File: src/rtl/rb_pkg.sv
package rb_pkg;
    // Age comparison against the active-list head: distance from head wraps modulo depth.
    function automatic logic rb_is_younger(input logic [31:0] a,
                                           input logic [31:0] b,
                                           input logic [31:0] head,
                                           input logic [31:0] depth);
        logic [31:0] off_a;
        logic [31:0] off_b;
        off_a = (a - head) & (depth - 32'd1);
        off_b = (b - head) & (depth - 32'd1);
        return off_a > off_b;
    endfunction
endpackage

File: src/rtl/rb_tag_match.sv
module rb_tag_match #(
    parameter int N      = 4,
    parameter int TAG_W  = 5,
    parameter int SLOT_W = 2
) (
    input  logic [N-1:0]            vld,
    input  logic [N-1:0][TAG_W-1:0] tags,
    input  logic [TAG_W-1:0]        key,
    output logic                    hit,
    output logic [SLOT_W-1:0]       idx
);
    always_comb begin
        hit = 1'b0;
        idx = '0;
        for (int i = N - 1; i >= 0; i--) begin
            if (vld[i] && tags[i] == key) begin
                hit = 1'b1;
                idx = SLOT_W'(i);
            end
        end
    end
endmodule

File: src/rtl/rb_free_pick.sv
module rb_free_pick #(
    parameter int N      = 4,
    parameter int SLOT_W = 2
) (
    input  logic [N-1:0]      vld,
    output logic              any_free,
    output logic [SLOT_W-1:0] idx
);
    always_comb begin
        any_free = 1'b0;
        idx      = '0;
        for (int i = N - 1; i >= 0; i--) begin
            if (!vld[i]) begin
                any_free = 1'b1;
                idx      = SLOT_W'(i);
            end
        end
    end
endmodule

File: src/rtl/rb_squash_gen.sv
module rb_squash_gen #(
    parameter int AL_DEPTH = 32,
    parameter int TAG_W    = 5
) (
    input  logic [TAG_W-1:0]    head,
    input  logic [TAG_W-1:0]    tail,
    input  logic [TAG_W-1:0]    btag,
    output logic [AL_DEPTH-1:0] mask
);
    logic [TAG_W-1:0] off_b;
    logic [TAG_W-1:0] off_t;
    assign off_b = btag - head;
    assign off_t = tail - head;

    for (genvar i = 0; i < AL_DEPTH; i++) begin : g_pos
        logic [TAG_W-1:0] off_i;
        assign off_i   = TAG_W'(i) - head;
        assign mask[i] = (off_i > off_b) && (off_i < off_t);
    end
endmodule

File: src/rtl/branch_rollback.sv
module branch_rollback #(
    parameter int NUM_CKPT = 4,
    parameter int AL_DEPTH = 32,
    parameter int MAP_REGS = 8,
    parameter int PREG_W   = 6,
    parameter int PC_W     = 32
) (
    input  logic                                   clk,
    input  logic                                   rst_n,
    input  logic                                   alloc_valid,
    input  logic [$clog2(AL_DEPTH)-1:0]            alloc_tag,
    input  logic [MAP_REGS*PREG_W-1:0]             alloc_map,
    output logic                                   alloc_ready,
    input  logic                                   resolve_valid,
    input  logic [$clog2(AL_DEPTH)-1:0]            resolve_tag,
    input  logic                                   resolve_mispred,
    input  logic [PC_W-1:0]                        resolve_target,
    input  logic                                   retire_valid,
    input  logic [$clog2(AL_DEPTH)-1:0]            retire_tag,
    input  logic [$clog2(AL_DEPTH)-1:0]            al_head,
    input  logic [$clog2(AL_DEPTH)-1:0]            al_tail,
    output logic                                   squash_valid,
    output logic [AL_DEPTH-1:0]                    squash_mask,
    output logic                                   restore_valid,
    output logic [MAP_REGS*PREG_W-1:0]             restore_map,
    output logic                                   redirect_valid,
    output logic [PC_W-1:0]                        redirect_pc
);
    import rb_pkg::*;

    localparam int TAG_W  = $clog2(AL_DEPTH);
    localparam int SLOT_W = (NUM_CKPT > 1) ? $clog2(NUM_CKPT) : 1;
    localparam int MAP_W  = MAP_REGS * PREG_W;

    typedef struct packed {
        logic [NUM_CKPT-1:0]            vld;
        logic [NUM_CKPT-1:0][TAG_W-1:0] tag;
        logic [NUM_CKPT-1:0][MAP_W-1:0] map;
        logic                           sq_v;
        logic [AL_DEPTH-1:0]            sq_mask;
        logic [MAP_W-1:0]               rs_map;
        logic [PC_W-1:0]                rd_pc;
    } rb_state_t;

    rb_state_t st_d, st_q;

    logic              res_hit_w, ret_hit_w, free_any_w;
    logic [SLOT_W-1:0] res_idx_w, ret_idx_w, free_idx_w;
    logic [AL_DEPTH-1:0] mask_w;
    logic [NUM_CKPT-1:0] younger_w;
    logic              rb_fire_w;

    rb_tag_match #(.N(NUM_CKPT), .TAG_W(TAG_W), .SLOT_W(SLOT_W)) u_res_match (
        .vld(st_q.vld), .tags(st_q.tag), .key(resolve_tag),
        .hit(res_hit_w), .idx(res_idx_w)
    );

    rb_tag_match #(.N(NUM_CKPT), .TAG_W(TAG_W), .SLOT_W(SLOT_W)) u_ret_match (
        .vld(st_q.vld), .tags(st_q.tag), .key(retire_tag),
        .hit(ret_hit_w), .idx(ret_idx_w)
    );

    rb_free_pick #(.N(NUM_CKPT), .SLOT_W(SLOT_W)) u_free (
        .vld(st_q.vld), .any_free(free_any_w), .idx(free_idx_w)
    );

    rb_squash_gen #(.AL_DEPTH(AL_DEPTH), .TAG_W(TAG_W)) u_squash (
        .head(al_head), .tail(al_tail), .btag(resolve_tag), .mask(mask_w)
    );

    for (genvar j = 0; j < NUM_CKPT; j++) begin : g_age
        assign younger_w[j] = st_q.vld[j] &&
            rb_is_younger(32'(st_q.tag[j]), 32'(resolve_tag), 32'(al_head), 32'(AL_DEPTH));
    end

    assign alloc_ready = free_any_w;
    assign rb_fire_w   = resolve_valid && resolve_mispred && res_hit_w;

    always_comb begin
        st_d         = st_q;
        st_d.sq_v    = 1'b0;
        st_d.sq_mask = '0;

        if (rb_fire_w) begin
            st_d.sq_v    = 1'b1;
            st_d.sq_mask = mask_w;
            st_d.rs_map  = st_q.map[res_idx_w];
            st_d.rd_pc   = resolve_target;
            st_d.vld     = st_q.vld & ~younger_w;
        end

        if (retire_valid && ret_hit_w) begin
            st_d.vld[ret_idx_w] = 1'b0;
        end

        if (alloc_valid && free_any_w && !rb_fire_w) begin
            st_d.vld[free_idx_w] = 1'b1;
            st_d.tag[free_idx_w] = alloc_tag;
            st_d.map[free_idx_w] = alloc_map;
        end
    end

    always_ff @(posedge clk) begin
        if (!rst_n) begin
            st_q <= '0;
        end else begin
            st_q <= st_d;
        end
    end

    assign squash_valid   = st_q.sq_v;
    assign squash_mask    = st_q.sq_mask;
    assign restore_valid  = st_q.sq_v;
    assign restore_map    = st_q.rs_map;
    assign redirect_valid = st_q.sq_v;
    assign redirect_pc    = st_q.rd_pc;
endmodule

File: config.mk
export PLATFORM = sky130hd
export DESIGN_NAME = branch_rollback
export DESIGN_NICKNAME = d
export VERILOG_FILES = /design/src/rtl/rb_pkg.sv /design/src/rtl/rb_tag_match.sv /design/src/rtl/rb_free_pick.sv /design/src/rtl/rb_squash_gen.sv /design/src/rtl/branch_rollback.sv
export SDC_FILE = /design/constraint.sdc
export NUM_CORES = 1
export LEC_CHECK = 0
export ABC_AREA = 0
export CAP_MARGIN = 15
export CORE_MARGIN = 3
export CORE_UTILIZATION = 30
export DETAILED_ROUTE_END_ITERATION = 6
export DONT_BUFFER_PORTS = 1
export PLACE_DENSITY_LB_ADDON = 0.2
export SETUP_SLACK_MARGIN = 0.5
export SLEW_MARGIN = 20
export SYNTH_ARGS = -nofsm -noshare
export SYNTH_HDL_FRONTEND = slang
export SYNTH_SLANG_ARGS = --single-unit
File: constraint.sdc
create_clock -name clk -period 6.52 [get_ports clk]
set_clock_uncertainty 0.15 [all_clocks]
set_input_delay 1.304 -clock clk [delete_from_list [all_inputs] [get_ports clk]]
set_output_delay 1.304 -clock clk [all_outputs]
set_load 0.01 [all_outputs]
# == After elaboration in Yosys (flattened, before gate mapping) ==
# Index checks and enable logic that the tools add are counted.
# W data, S select, Z words.
# classes
reduce_logical,53
n_bitwise,5
eq_ne,8
muxes,40
magnitude_cmp,73
add_sub_neg,39
# op_table
cell,count
$mux W216,1
$bwmux W192,1
$gt A5 B5 Y1,36
$lt A5 B5 Y1,32
$mux W113,1
$bmux W48 S2,1
$demux W48 S2,1
$mux W48,2
$sub A5 B5 Y5 const A,16
$logic_and A1 B1 Y1,51
$eq A5 B5 Y1,8
$sub A4 B5 Y5 const A,8
$sub A5 B5 Y5,7
$mux W2,12
$bwmux W20,1
$sub A3 B5 Y5 const A,4
$mux W1,14
$demux W5 S2,1
$sub A1 B5 Y5 const A,2
$sub A2 B5 Y5 const A,2
$lt A2 B3 Y1 const B,3
$and A4 B4 Y4,2
$mux W4,2
$not A4 Y4,2
6 further kinds,8
# word_totals
word_cells,231
input_bits,111
output_inout_bits,116
register_bits,329

# == Depth between registers and ports, before layout ==
# Gate-level depths: netlist of run 1.
# logic_depth
depth_word,15
ltp_mapped,15
mapped_depth_nobuf,13

# == Modules after synthesis ==
# A second synthesis of run 1 with hierarchy kept.
# unflattened
cells_unflattened,2205
area_unflattened_um2,18615.4
# by_module_without_submodules
module,instances,area_per_inst_um2,cells_per_inst,seq_area_each_um2
branch_rollback,1,14478.9,1697,6586.3
rb_squash_gen,1,3532.1,435,0.0
rb_tag_match,2,287.8,34,0.0
rb_free_pick,1,28.8,5,0.0

# == Least setup slack after synthesis of run 1 ==
# OpenSTA, ideal clock, no wires.
# synth_timing
path_kind,input to register
from,input port al_head[3]
to,"register st_q, in the netlist squash_mask[7]"
setup_time_ns,0.103
path_buffers,1
t_required_ns,6.267
arrival_time_ns,4.827
setup_slack_ns,1.440
cell_stages,11
cell_sequence,clkbuf_1 inv_2 ha_1 and3_1 o21ai_1 nand2_1 xnor2_1 inv_1 ha_1 a311o_1 a2111oi_2
# synth_via
elab_chain_len,3
word_cells_on_any_way,6
cone_classes,3 x add/sub; 2 x order compare; 1 x reduce/logical
# synth_rtl
element,line_no,rtl
from (decl),branch_rollback.sv:20,"input logic [$clog2(AL_DEPTH)-1:0] al_head,"
$sub A3 B5 Y5 (tied with other cells),rb_squash_gen.sv:17,assign off_i = TAG_W'(i) - head;
$gt A5 B5 Y1 or $lt A5 B5 Y1 (tied branches),rb_squash_gen.sv:18,assign mask[i] = (off_i > off_b) && (off_i < off_t);
$logic_and A1 B1 Y1 *,rb_squash_gen.sv:18,
to (signal assigned),branch_rollback.sv:107,st_q <= st_d;
to (decl),branch_rollback.sv:45,"rb_state_t st_d, st_q;"
# Mark *: on every way between the ends. The rest lies on a longest branch, timed or not.
# A chain may end at the register's enable or synchronous reset.

# == Worst setup path after layout of run 1 ==
# layout_timing
from,input port al_head[2]
to,"register st_q, in the netlist squash_mask[9]"
# layout_via
elab_chain_len,3
word_cells_on_any_way,6
cone_classes,3 x add/sub; 2 x order compare; 1 x reduce/logical
# layout_rtl
element,line_no
$sub A4 B5 Y5 (tied with other cells),rb_squash_gen.sv:17
$gt A5 B5 Y1 or $lt A5 B5 Y1 (tied branches),rb_squash_gen.sv:18
$logic_and A1 B1 Y1 *,rb_squash_gen.sv:18
# Marked as above.

==> results.cfg, run 1 <==
[status]
status = finished clean

[sta]
worst_pin_slew_ps = 1080
hold_slack_ps = 306
fin_tns_setup_ps = 0
period_share_pct = 71.1
final-setup-viol-count = 0
fmax_mhz = 216
max_slew_margin_pct = 28.3
post-route-min-period_ps = 4640
rsz0062_at_grt = no
hold_viol = 0
finalMaxSlewViolations = 0

[layout]
layout-drive-gt1-share_pct = 6.04
syn_to_final_growth_pct = 6.23
nNetsFinal = 2130
final_util_pct = 32.6

[place]
place_congestion = 0.829
hpwl_um = 34100
portBuffers = 0

[clocking]
h-tree-depth = 2
ctsResizeCount = 0
postCtsHoldBufs = 0
clock_latency_ps = 580
cts_sinks = 329
clock_path_buffers = 3
clk_pin_slew_ps = 50
cts_inserted_buffers = 41
cts-root-buf = clkbuf_16
post-cts-setup-buffers = 0
cts_tree = yes

[critical_path]
arrival_ps = 4900
crit_slowest_cell = xnor2_2
path_max_fanout = 23
worstSetupEndpointType = flop
cp.depth = 11
cp_num_buf_inv = 3
crit_type = in2reg
crit_family = compound AO/OA/AOI/OAI gates
cpPeakStageDelay_ps = 590
reg2reg_depth = 8
critPathLaunchType = primary input
crit_chain = inv_1, ha_1, and3_1, o21ai_1, nand2_1, xnor2_2, inv_1, buf_4, ha_1, a31o_2, a2111oi_0
cp.required_ps = 6780

[power]
p_leak_uw = 0.00892
p_total_uw = 5210
ir_drop_mv = 0.180
powerDensity_nw_per_um2 = 268

[routing]
drtIter0Drc = 661
drc = 0
final_antenna_net_count = 0
avgRoutedWirePerCell_um = 20.2
vias = 13800
totalWireLength_um = 53700
drtPass1Iterations = 5
viasPerCell = 5.19

[global_routing]
grt_pass1_vias = 14200
antenna_found_initial = 2
grt_pass1_wl_um = 82000
grt_usage_pct = 16.3
grt_max_degree = 320
overflow = 0

[floorplanning]
die_area_sq_um = 64000
rows = 89
io_pins = 227
die_w_um = 253
die_height_um = 253
initial_core_util_pct = 30.7
coreArea_sq_um = 59700

[yosys]
synth-edff-count = 0
yosysTopAreaCell = dfxtp_1
synth_top_area_share_pct = 36.0
syn_inst = 2031
synthArstFlopShare_pct = 0
yosys_most_used_dff = dfxtp_1
ys_warn_count = 0
ys_top_cells_by_area = dfxtp_1, mux2i_1, ha_1, nand2_1, buf_4
ys_seq_area_share_pct = 36.0
avgSynthCellArea_sq_um = 9.01
syn-num-nets = 2301
ys_types = 54
syn_area_sq_um = 18300
yosys_register_bits = 329

[min_path]
worstHoldPathType = reg2reg
min_path_cells = 2

[job]
drv_cap = 0
layout make-up:
cell class                      count  area (sq um)
Sequential cell                   329          6590
Fill cell                        6183         40200
Timing Repair Buffer               22           178
Clock inverter                      8          95.1
Clock buffer                       62          1170
Antenna cell                        2          5.00
Inverter                           61           229
Multi-Input combinational cell   1405         10200
Tap cell                          773           967
cell usage in the layout (no fill, tap or decap), drive strengths merged, types with 2 or more instances in the layout:
cell type | Yosys | routed
nor2 | 13 | 13
a2111oi | 11 | 11
maj3 | 12 | 12
a31oi | 6 | 6
mux2i | 217 | 217
buf | 154 | 22
clkinv | 0 | 8
o211a | 4 | 4
inv | 61 | 61
nor3 | 2 | 2
nand4 | 2 | 2
a31o | 18 | 18
fa | 6 | 6
nor4 | 23 | 23
nor2b | 21 | 21
ha | 153 | 153
o211ai | 3 | 3
o221ai | 2 | 2
xor2 | 42 | 42
a21o | 26 | 26
o21ai | 25 | 25
and3 | 64 | 64
nand2 | 359 | 359
a211oi | 54 | 54
o311a | 4 | 4
or4 | 2 | 2
o21a | 17 | 17
dfxtp | 329 | 329
diode | 0 | 2
and2 | 8 | 8
a311oi | 2 | 2
a21oi | 84 | 84
xnor2 | 39 | 39
o22ai | 54 | 54
nand2b | 13 | 13
clkbuf | 82 | 62
a311o | 2 | 2
o31ai | 48 | 48
nand3 | 61 | 61
cell families after synthesis:
logic type,count (synthesis),synth area share [%]
buf+inv,297,8.76
compound gates,364,13.6
mux,217,11.9
xor+xnor,81,3.92
fa+ha+maj,171,11.8
simple gates,572,14.1
flops,329,36.0
worst register-to-register path: cells and delay by family, from the launching register on:
family          cells  cell delay (ps)
compound gates      1              530
mux                 1              310
simple gates        3             1220
buf+inv             2             1050
xor+xnor            1              110
flops               1              480
routing by layer:
metal | routed length, um | global-route usage, % | vias up
met2 | 25000 | 27.8 | 303
met5 | 0 | 0 | -
met4 | 1450 | 4.93 | 0
met3 | 3460 | 4.60 | 82
li1 | - | - | 6728
met1 | 23800 | 20.0 | 6707
metrics by stage:
stage	std cells	area, sq um	setup WS [ps]
2_1_floorplan	2031	18300	1440
3_3_place_gp	2590	18200	1130
3_5_place_dp	2590	18200	939
4_1_cts	2660	19400	1540
5_1_grt	2661	19400	1560
6_report	2662	19400	1880
path summary, 6_finish.rpt:
| path | startpoint | to | slack [ps] |
|---|---|---|---|
| setup / recovery | al_head[2] | squash_mask[9] | 1880 |
| hold / removal | flop | flop | 310 |
| setup reg to reg | flop | flop | 2570 |
| hold reg to reg | flop | flop | 310 |
Yosys cell counts, types with 4 or more instances:
master / n
a2111oi_0: 9
a211oi_1: 54
a21o_1: 26
a21oi_1: 84
a31o_2: 18
a31oi_1: 6
and2_1: 8
and3_1: 64
buf_1: 5
buf_2: 31
buf_4: 116
clkbuf_1: 82
dfxtp_1: 329
fa_1: 6
ha_1: 153
inv_1: 60
maj3_1: 12
mux2i_1: 217
nand2_1: 358
nand2b_1: 13
nand3_1: 61
nor2_1: 13
nor2b_1: 21
nor4_1: 23
o211a_1: 4
o21a_1: 17
o21ai_0: 24
o22ai_1: 54
o311a_1: 4
o31ai_1: 48
xnor2_1: 38
xor2_1: 42
power breakdown:
group / internal, uW / switching (uW)
Clock: 1250 / 908
Sequential: 2060 / 34.6
Combinational: 415 / 546
Total: 3730 / 1490
Note: power is estimated with default switching activity, not from simulation.
==> inputs of run 2 (changes only) <==
clock period = 4.81 ns   (was 6.52 ns; I/O delays follow)
==> run 2 against run 1 <==
  * Wire length down 0.57%
  * Non-clock buffer count up 8
  * Via count down 0.24%
  * Flip-flop and latch count unchanged
  * Clock-buffer cell count down 7
  * Clock power up 50%
  * First-iteration DRC count up 21%
  * Core utilization up 0.46 points
  * Combinational power up 37%
  * Sequential share of layout area down 0.47 points
  * Critical path depth up 1
  * Power up 42%
  * Critical endpoint is now squash_mask[11]
  * Largest cell class unchanged
  * Highest routed layer is now met5
==> results.cfg, run 2 (synthesized netlist as in run 1, its figures left out) <==
[power]
powerDensity_nw_per_um2 = 376
p_seq_share_pct = 38.3
p_leak_uw = 0.00905
internal_power_uw = 5300
switchingPower_uw = 2110
switching_share_pct = 28.5
p_clk_share_pct = 43.9
comb_power_share_pct = 17.7
p_total_uw = 7410
ir_drop_mv = 0.237

[global_routing]
grt-busiest-layer = met2
grt_pass1_wl_um = 81600
grt_pass1_vias = 14000
grt_usage_pct = 16.2
grtUsageMet3_pct = 4.22
grt_max_degree = 320
overflow = 0
use_met1_pct = 20.0
met2_usage_pct = 27.9
antenna_found_initial = 3

[sta]
hold_viol = 0
period_share_pct = 83.0
worst_pin_slew_ps = 852
fin_tns_setup_ps = 0
final-setup-viol-count = 0
max_slew_margin_pct = 43.2
fmax_mhz = 250
post-route-min-period_ps = 3990
finalMaxSlewViolations = 0
rsz0062_at_grt = no

[clocking]
cts-root-buf = clkbuf_16
ctsResizeCount = 0
clock_path_buffers = 3
clk_pin_slew_ps = 60
cts_inserted_buffers = 42
clock_latency_ps = 580
cts_sinks = 329
postCtsHoldBufs = 0
post-cts-setup-buffers = 0
h-tree-depth = 2
cts_tree = yes

[critical_path]
crit_slowest_cell = or3_1
critPathLaunchType = primary input
arrival_ps = 4270
cp.required_ps = 5090
worstSetupEndpointType = flop
path_max_fanout = 23
crit_type = in2reg
cpPeakStageDelay_ps = 490
crit_chain = inv_1, ha_1, inv_1, fa_1, and3_1, or3_1, nand2_1, xnor2_2, inv_2, ha_1, a31o_2, a2111oi_0

[floorplanning]
io_pins = 227
rows = 89
die_w_um = 253
initial_core_util_pct = 30.7
coreArea_sq_um = 59700
die_height_um = 253
die_area_sq_um = 64000

[layout]
layout-drive-gt1-share_pct = 7.20
syn_to_final_growth_pct = 7.72
ff_latch_area_sq_um = 6590
layout_commonest_cell = nand2_1
multi_input_area_sq_um = 10200
final_cell_mix = nand2_1, dfxtp_1, mux2i_1
nFillCells = 6119
nNetsFinal = 2139

[routing]
final_antenna_net_count = 0
drtIter0Drc = 797
viasPerCell = 5.15
totalWireLength_um = 53300
vias = 13800
avgRoutedWirePerCell_um = 19.9
drc = 0
drtPass1Iterations = 5

[place]
hpwl_um = 34400
portBuffers = 0
place_congestion = 0.798

[min_path]
worstHoldPathType = reg2reg

[status]
status = finished clean

[job]
drv_cap = 0
run 2: changes by cell type in the layout (fill, tap and decap cells not counted), moves of 3 or more:
cell	previous run	this run
clkinv_2	3	9
clkbuf_1	14	8
bufinv_16	0	4
buf_4	21	26
clkinvlp_4	0	4
buf_12	1	4
run 2: power groups by stage:
stage	Combinational, uW	Clock [uW]	Sequential (uW)
2_1_floorplan	1020	0	2890
3_3_place_gp	1260	0	2900
3_5_place_dp	1310	0	2900
4_1_cts	1320	3370	2840
5_1_grt	1490	3470	2850
6_report	1320	3250	2840
run 2: area by class of cell:
cell class                 count  area share [%]
antenna                        2          0.0254
sequential                   329            33.4
clock buffer                  55            5.83
inverter                      61            1.16
tap                          773            4.91
multi-input combinational   1405            51.8
timing repair buffer          30            1.40
clock inverter                22            1.48
run 2: final timing paths:
check                      start         endpoint  slack, ps  depth (start not counted)
setup / recovery  resolve_tag[0]  squash_mask[11]        820                         12
hold / removal              flop             flop        300                          2
setup reg to reg            flop             flop       1420                          7
hold reg to reg             flop             flop        300                          2
run 2: stage by stage:
step           util, %  area, sq um  std cells  worst slack, ps  hold WS (ps)
2_1_floorplan        -        18300       2031              535           284
3_3_place_gp      30.6        18300       2598              388           291
5_1_grt           33.0        19700       2676              503           321
3_5_place_dp      30.6        18300       2598              226           298
6_report          33.0        19700       2677              816           304
4_1_cts           33.0        19700       2675              836           305
run 2: routing by layer:
| layer | vias to the layer above | wire length (um) |
|---|---|---|
| li1 | 6754 | - |
| met1 | 6669 | 23300 |
| met2 | 285 | 25400 |
| met3 | 77 | 3440 |
| met4 | 2 | 1230 |
| met5 | - | 13 |
run 2: worst max-delay path, delay by kind of cell:
family	cells	cell delay (ps)
compound gates	2	670
xor+xnor	1	100
fa+ha+maj	3	990
buf+inv	3	600
simple gates	3	940
==> inputs of run 3 (changes only) <==
clock period = 4.1 ns   (was 4.81 ns; I/O delays follow)
==> run 3 against run 2 <==
  * Combinational power grew 20%
  * Via count is 0.31% lower
  * Core utilization up 0.26 points
  * Sequential power is 18% higher
  * Global-route usage rose by 0.19 points
  * Critical path type unchanged
  * Critical endpoint is now squash_mask[9]
  * Largest power group unchanged
  * Non-clock buffer count up 4
==> results.cfg, run 3 (synthesized netlist as in run 1, its figures left out) <==
[critical_path]
crit_slowest_cell = xnor2_4
worstSetupEndpointType = flop
crit_chain = inv_1, ha_1, inv_1, fa_2, and3_4, o21ai_4, nand2_8, xnor2_4, inv_8, ha_4, a31o_2, a2111oi_0
crit_type = in2reg
critPathLaunchType = primary input
cp_num_buf_inv = 3
cp_common_cell = inv_1
arrival_ps = 3660
crit_family = adder cells
cpPeakStageDelay_ps = 490
cp.required_ps = 4380
path_max_fanout = 23

[place]
hpwl_um = 34400
pre_cts_ws_ps = 135
portBuffers = 0
place_congestion = 0.824

[floorplanning]
die_area_sq_um = 64000
die_height_um = 253
io_pins = 227
initial_core_util_pct = 30.7
rows = 89
die_w_um = 253
coreArea_sq_um = 59700

[sta]
post-route-min-period_ps = 3380
fmax_mhz = 296
hold_viol = 0
hold_slack_ps = 232
period_share_pct = 82.5
worst_pin_slew_ps = 1400
max_slew_margin_pct = 6.35
finalMaxSlewViolations = 0
fin_tns_setup_ps = 0
setup_slack_ps = 718
final-setup-viol-count = 0
rsz0062_at_grt = no

[layout]
multi_input_area_sq_um = 10400
ff_latch_area_sq_um = 6590
nFillCells = 6100
layout_commonest_cell = nand2_1
final_util_pct = 33.3
syn_to_final_growth_pct = 8.58
final_cell_mix = nand2_1, dfxtp_1, mux2i_1
nNetsFinal = 2140
layout-drive-gt1-share_pct = 7.79

[power]
internal_power_uw = 6060
comb_power_share_pct = 18.8
p_seq_share_pct = 39.4
ir_drop_mv = 0.289
p_total_uw = 8460
p_leak_uw = 0.00904
switchingPower_uw = 2400
switching_share_pct = 28.4
p_clk_share_pct = 41.8
powerDensity_nw_per_um2 = 426

[status]
status = finished clean

[global_routing]
grt-busiest-layer = met2
overflow = 0
grt_usage_pct = 16.4
grt_pass1_vias = 13800
grt_pass1_wl_um = 82300
grtUsageMet3_pct = 4.04
met2_usage_pct = 28.2
antenna_found_initial = 2
grt_max_degree = 320
use_met1_pct = 20.3

[routing]
final_antenna_net_count = 0
drtPass1Iterations = 4
drc = 0
totalWireLength_um = 53700
viasPerCell = 5.14
avgRoutedWirePerCell_um = 20.1
vias = 13700
drtIter0Drc = 692

[clocking]
h-tree-depth = 2
clk_pin_slew_ps = 60
post-cts-setup-buffers = 0
cts_sinks = 329
cts_inserted_buffers = 39
cts-root-buf = clkbuf_16
clock_latency_ps = 580
cts_tree = yes
clock_path_buffers = 3

[min_path]
worstHoldPathType = in2reg

[job]
drv_cap = 0
run 3: cell types whose count changed in the layout (fill, tap and decap cells not counted), moves of 2 or more:
cell,delta
clkinv_2,-5
clkinv_16,-2
buf_12,+6
clkbuf_8,+5
ha_4,+8
a2111oi_0,-2
xnor2_4,+2
clkbuf_16,-3
ha_1,-8
bufinv_16,-2
buf_4,-2
run 3: worst reg2reg max path, cell delays in order, from the launching register on:
cell	delay, ps
dfxtp_1	480
xnor2_2	180
nand2_1	80
or4_1	700
a41o_4	540
nand3b_1	220
buf_12	440
mux2i_1	300
run 3: final timing paths:
path                     to              start  slack, ps  depth (start not counted)
min          redirect_pc[3]  resolve_target[3]        230                          2
max reg2reg            flop               flop        920                          7
max          squash_mask[9]     resolve_tag[0]        720                         12
min reg2reg            flop               flop        300                          2
run 3: per-stage QoR:
stage	instance area, sq um	instances
3_5_place_dp	18600	2602
6_report	19900	2675
4_1_cts	19900	2672
3_3_place_gp	18600	2602
2_1_floorplan	18500	2031
5_1_grt	19900	2672
run 3: timing repair:
item | in CTS | in global routing
hold endpoints to repair | 0 | 0
setup endpoints to repair | 0 | 1
resized for setup | 0 | 1
hold buffers | 0 | 0
run 3: routing by layer:
layer	part of all wire (%)	vias up
met1	44	6649
met4	2.4	0
met5	0	-
li1	-	6735
met2	48	278
met3	6.2	82
run 3: final cells by class:
cell class,count,share of cell area (%)
multi-input combinational,1405,52.3
sequential,329,33.1
clock buffer,58,5.77
tap,773,4.87
timing repair buffer,34,1.91
inverter,61,1.21
clock inverter,12,0.768
antenna,3,0.0378
run 3: power groups by stage:
stage / combinational (uW) / sequential [uW] / clock (uW)
2_1_floorplan: 1250 / 3390 / 0
3_3_place_gp: 1540 / 3400 / 0
3_5_place_dp: 1590 / 3400 / 0
4_1_cts: 1600 / 3330 / 3680
5_1_grt: 1800 / 3340 / 3800
6_report: 1590 / 3340 / 3540
